[config.mk]
export PLATFORM = sky130hd
export DESIGN_NAME = bank_addr_gen
export DESIGN_NICKNAME = d
export VERILOG_FILES = /design/src/rtl/bank_addr_gen.sv
export SDC_FILE = /design/constraint.sdc
export NUM_CORES = 1
export LEC_CHECK = 0
export ABC_AREA = 1
export BUFFER_PORTS_ARGS = -buffer_cell sky130_fd_sc_hd__buf_2
export CAP_MARGIN = 10
export CORE_AREA = 2 2 39 41
export CTS_CLUSTER_SIZE = 20
export DETAILED_ROUTE_END_ITERATION = 16
export DIE_AREA = 0 0 41 43
export PLACE_DENSITY = 0.64
export RECOVER_POWER = 25
export SLEW_MARGIN = 5
export SYNTH_ARGS = -nofsm -noshare
export SYNTH_HDL_FRONTEND = slang
export SYNTH_SLANG_ARGS = --single-unit
[constraint.sdc]
create_clock -name clk -period 1.5 [get_ports clk]
set_clock_uncertainty 0.05 [all_clocks]
set_input_delay 0.15 -clock clk [delete_from_list [all_inputs] [get_ports clk]]
set_output_delay 0.15 -clock clk [all_outputs]
set_load 0.01 [all_outputs]
[src/rtl/bank_addr_gen.sv]
module bank_addr_gen #(
  parameter int FIELD_W = 8,
  parameter int BANK_W  = 4,
  parameter logic [FIELD_W-1:0] LOW_SPLIT = 8'h60
) (
  input  logic               clk,
  input  logic               rst_n,
  input  logic [FIELD_W-1:0] reg_field,
  input  logic               bank_mode,
  input  logic               bank_wr,
  input  logic [FIELD_W-1:0] bank_wdata,
  input  logic               req,
  output logic [BANK_W+FIELD_W-1:0] addr,
  output logic               sfr_sel
);

  localparam int ADDR_W = BANK_W + FIELD_W;
  localparam logic [ADDR_W-1:0] SFR_BASE = {{BANK_W{1'b1}}, LOW_SPLIT};

  logic [BANK_W-1:0] bank_q;
  logic [BANK_W-1:0] page;

  always_ff @(posedge clk or negedge rst_n) begin
    if (!rst_n)       bank_q <= '0;
    else if (bank_wr) bank_q <= bank_wdata[BANK_W-1:0];
  end

  always_comb begin
    if (bank_mode)                  page = bank_q;
    else if (reg_field < LOW_SPLIT) page = '0;
    else                            page = '1;
  end

  assign addr    = req ? {page, reg_field} : '0;
  assign sfr_sel = req && (addr >= SFR_BASE);


  bank_load_next_chk: assert property (@(posedge clk) disable iff (!rst_n)
    bank_wr |=> (bank_q == $past(bank_wdata[BANK_W-1:0])));


  bank_hold_chk: assert property (@(posedge clk) disable iff (!rst_n)
    !bank_wr |=> $stable(bank_q));


  window_low_chk: assert property (@(posedge clk) disable iff (!rst_n)
    (req && !bank_mode && reg_field < LOW_SPLIT) |-> (addr < ADDR_W'(LOW_SPLIT)));


  window_high_chk: assert property (@(posedge clk) disable iff (!rst_n)
    (req && !bank_mode && reg_field >= LOW_SPLIT) |-> sfr_sel);


  idle_zero_chk: assert property (@(posedge clk) disable iff (!rst_n)
    !req |-> (addr == '0 && !sfr_sel));


  offset_pass_chk: assert property (@(posedge clk) disable iff (!rst_n)
    req |-> (addr[FIELD_W-1:0] == reg_field));

endmodule

Yosys cells after proc, flatten, opt, wreduce, memory -nomap -nowiden. Cells that the tools add are included.

Order comparisons: 2. Mux-type cells: 3. Reduce and logical (&&, ||, !) cells: 1.

Operators by type and width (number): $ge 12x12->1 const B (1); $mux 12 (1); $lt 8x7->1 const B (1); $mux 4 (2); $logic_and 1x1->1 (1).

Flip-flop bits (word level): 4. Input port bits: 21. Output and inout bits: 13. Logic and storage cells: 7.

Logic depth before layout (Yosys ltp).
Depth after elaboration: 6. Gate-level depth with buffers: 6. Depth with buffers taken out: 6.

Least setup slack after synthesis. No wires, ideal clock.

Path type: register to output. From: register bank_q[1]. To: output port sfr_sel. Data arrival time: 756 ps. Required time: 1300 ps. Setup slack: 544 ps. Cell stages (with the launch flop): 5. Buffers on the path: 0. Cells stage by stage: dfrtp_1 > nor2_1 > nor2_2 > nand2_1 > nor2_1.

Longest elaborated chain between the ends: 4.

RTL lines: from (decl) (RTL line 20) `logic [BANK_W-1:0] bank_q;`; from (signal assigned) (RTL line 25) `else if (bank_wr) bank_q <= bank_wdata[BANK_W-1:0];`; $mux 4 (RTL line 29) `if (bank_mode) page = bank_q;`; $mux 12 (RTL line 34) `assign addr = req ? {page, reg_field} : '0;`; net addr[9] (RTL line 13) `output logic [BANK_W+FIELD_W-1:0] addr,`; $ge 12x12->1 (RTL line 35) `assign sfr_sel = req && (addr >= SFR_BASE);`; $logic_and 1x1->1 (RTL line 35); to (decl) (RTL line 14) `output logic sfr_sel`.

The timed path passes the listed nets, and every way through them passes these cells.

Worst setup path in the final report.
From: register bank_q[0]. To: output port sfr_sel.

Longest elaborated chain between the ends: 4.

RTL lines (RTL line): $mux 4 (29); $mux 12 (34); $ge 12x12->1 (35); $logic_and 1x1->1 (35).

No other way between the ends.

==> flow_summary.toml <==
[synth]
ys_seq_area_share_pct = 32.65
synth_edf_count = 0
ys_warn_count = 0
synthFlopType = "dfrtp_1"
yosys-top-cells-count = "15 x nand2_1, 12 x inv_1, 4 x dfrtp_1"
ys_top_cells_by_area = "dfrtp_1 33%, nand2_1 18%, inv_1 15%, mux2_2 7.3%, a21oi_1 3.3%"
synthArstFlopShare_pct = 100.0
synth.most_common_cell = "nand2_1"
netlist_area_sq_um = 306.5
yosys.area.top_type_share_pct = 32.65
ys_ff_latch = 4
synth_area_leader_cell = "dfrtp_1"
synth_nets = 68
syn_avg_cell_area_sq_um = 6.522
syn_inst = 47
synth_cell_types = 15

[pwr]
ir_drop_uv = 350.1
combPwrFrac_pct = 29.0
total_power_w = 0.0003580
power_density_mw_per_mm2 = 718.9
power.internal_w = 0.0002574
p_seq_share_pct = 34.5
leakage_nw = 0.3472
p_clk_share_pct = 36.6
power_switching_w = 0.0001006
sw_frac_of_total_pct = 28.11

[cells_and_area]
largest_registers = "bank_q (4)"
layout.nets = 102
fillerInstances = 161
fin_util_pct = 35.99
area.growth.synth_to_final_pct = 62.45
antenna_cells = 0
largest_register = "bank_q"
layout-drive-gt1-share_pct = 46.84
largest_reg_flops = 4
fin_cells = 95

[clocking]
cts_tree = "done"
clock_sinks = 4
numCtsBuffers = 3
clkTransAtPathRegs_ns = 0.04
cts_setup_buffers = 0
clock_path_buffers = 2
cts-root-buf = "clkbuf_4"
htreeDepth = 1
insertion_delay_ns = 0.23
cts.repair.resized = 0

[worst_setup_path]
critPathCapture = "sfr_sel"
critPathRequiredTime_ns = 1.30
crit_type = "register to output pin"
crit_start = "bank_q[0]$_DFFE_PN0P_"
worstPathArrival_ns = 1.05
rr_endpoint = "bank_q[0]$_DFFE_PN0P_"
rrSetupSlack_ns = 0.69
critPathLaunchType = "register"
r2r_cells = 1
rr_startpoint = "bank_q[0]$_DFFE_PN0P_"
path_max_fanout = 3
cp-end-kind = "output pin"

[sta]
final.min_clock_period_ns = 1.247
rsz0062_at_grt = "no"
maxSlewViolCount = 0
max_freq_mhz = 801.8
relSlewSlack_pct = 86.04
hold_viol = 0
finalSetupTns_ns = 0
setup_viol = 0
finalCritPeriodShare_pct = 83.15
tightest_slew_ns = 0.2094

[die]
die_area_sq_mm = 0.001763
die_w_um = 41
start_util_pct = 22.15
ioPinCount = 34
core_area_sq_mm = 0.001384
row_count = 14
die_y_um = 43

[global_route]
grt_antenna_before_repair = 0
groute.usage.overall_pct = 8.880
grt_pass1_vias = 308
grt_pass1_wl_um = 1041
grt_max_degree = 13
overflow = 0

[placed_design]
place_congestion = 0.6561
hpwl_um = 605.9
port_buffers = 29
dp.cells = 91

[detailed_routing]
viasPerCell = 3.968
drc_errors = 0
drtIter0Drc = 2
firstDrtPassIters = 2
antenna_left = 0
vias = 377
wl_um = 710
routedWlPerCell_um = 7.474

[min_path]
min_path_cells = 3
hp-class = "primary input to register"

[outcome]
status = "completed"

[run]
cap_violations = 0
==> metal layers <==
metal / routed length, um / global-route usage (%) / up-vias / share of wire (%)
li1: - / - / 205 / -
met1: 279 / 8.824 / 148 / 39
met2: 314 / 14.37 / 24 / 44
met3: 116 / 3.141 / 0 / 16
met4: 0 / 6.000 / 0 / 0
met5: 0 / 0 / - / 0
==> power by group through the flow <==
stage          clock [W]  sequential [W]  combinational [W]
2_1_floorplan          0        0.000123          0.0000555
3_3_place_gp           0        0.000125           0.000102
3_5_place_dp           0        0.000125           0.000104
4_1_cts         0.000138        0.000124           0.000106
5_1_grt         0.000149        0.000125           0.000120
6_report        0.000131        0.000123           0.000104
==> logic make-up after synthesis <==
logic type	Yosys count	share of synthesized area, %
AND/OR/NAND/NOR	21	30.21
AO/OA/AOI/OAI	6	12.25
flip-flops	4	32.65
buffers and inverters	14	17.55
multiplexers	2	7.346
==> cell usage in the layout (no fill, tap or decap) <==
master / count
nor2_2: 1
nand2_2: 1
a21oi_1: 2
o211a_1: 1
o211ai_1: 1
inv_2: 1
inv_1: 12
clkbuf_4: 3
mux2_2: 2
buf_2: 28
dfrtp_1: 4
nand3_2: 1
nand2_1: 15
nand4_1: 1
clkbuf_1: 1
dlygate4sd3_1: 1
nor2_1: 2
o21ai_0: 2
==> worst min path at each step <==
stage / slack, ns / to / start
5_1_grt: 0.07 / bank_q[3]$_DFFE_PN0P_ / bank_wdata[3]
3_3_place_gp: -0.09 / bank_q[1]$_DFFE_PN0P_ / rst_n
6_report: 0.08 / bank_q[3]$_DFFE_PN0P_ / bank_wdata[3]
2_1_floorplan: -0.20 / bank_q[0]$_DFFE_PN0P_ / rst_n
4_1_cts: 0.08 / bank_q[2]$_DFFE_PN0P_ / bank_wdata[2]
3_5_place_dp: -0.09 / bank_q[1]$_DFFE_PN0P_ / rst_n
==> critical path, cell delays in order, from the launching register on <==
cell	delay [ns]
dfrtp_1	0.38
o211ai_1	0.17
inv_1	0.05
nand2_1	0.05
nor2_1	0.03
buf_2	0.13
==> per-stage QoR <==
stage,worst slack (ns),cell area [sq um],hold WS (ns)
2_1_floorplan,0.5440,306.5,-0.1956
5_1_grt,0.1649,498.0,0.07288
3_3_place_gp,0.4536,466.7,-0.09379
3_5_place_dp,0.4387,466.7,-0.09302
4_1_cts,0.2266,499.2,0.07751
6_report,0.2527,498.0,0.08162
==> cell type report <==
cell class                      instances  area [sq um]  share of cell area (%)
Tap cell                               16         20.02                   4.020
Clock buffer                            3         22.52                   4.523
Inverter                               13         48.80                   9.799
Multi-Input combinational cell         29         152.6                   30.65
Sequential cell                         4         100.1                   20.10
Timing Repair Buffer                   30         153.9                   30.90
==> repair_timing <==
item | 4_1_cts | 5_1_grt
endpoints found under the hold margin | 4 | 0
endpoints found under the setup margin | 0 | 0
hold buffers | 1 | 0
(Power assumes the default switching activity.)
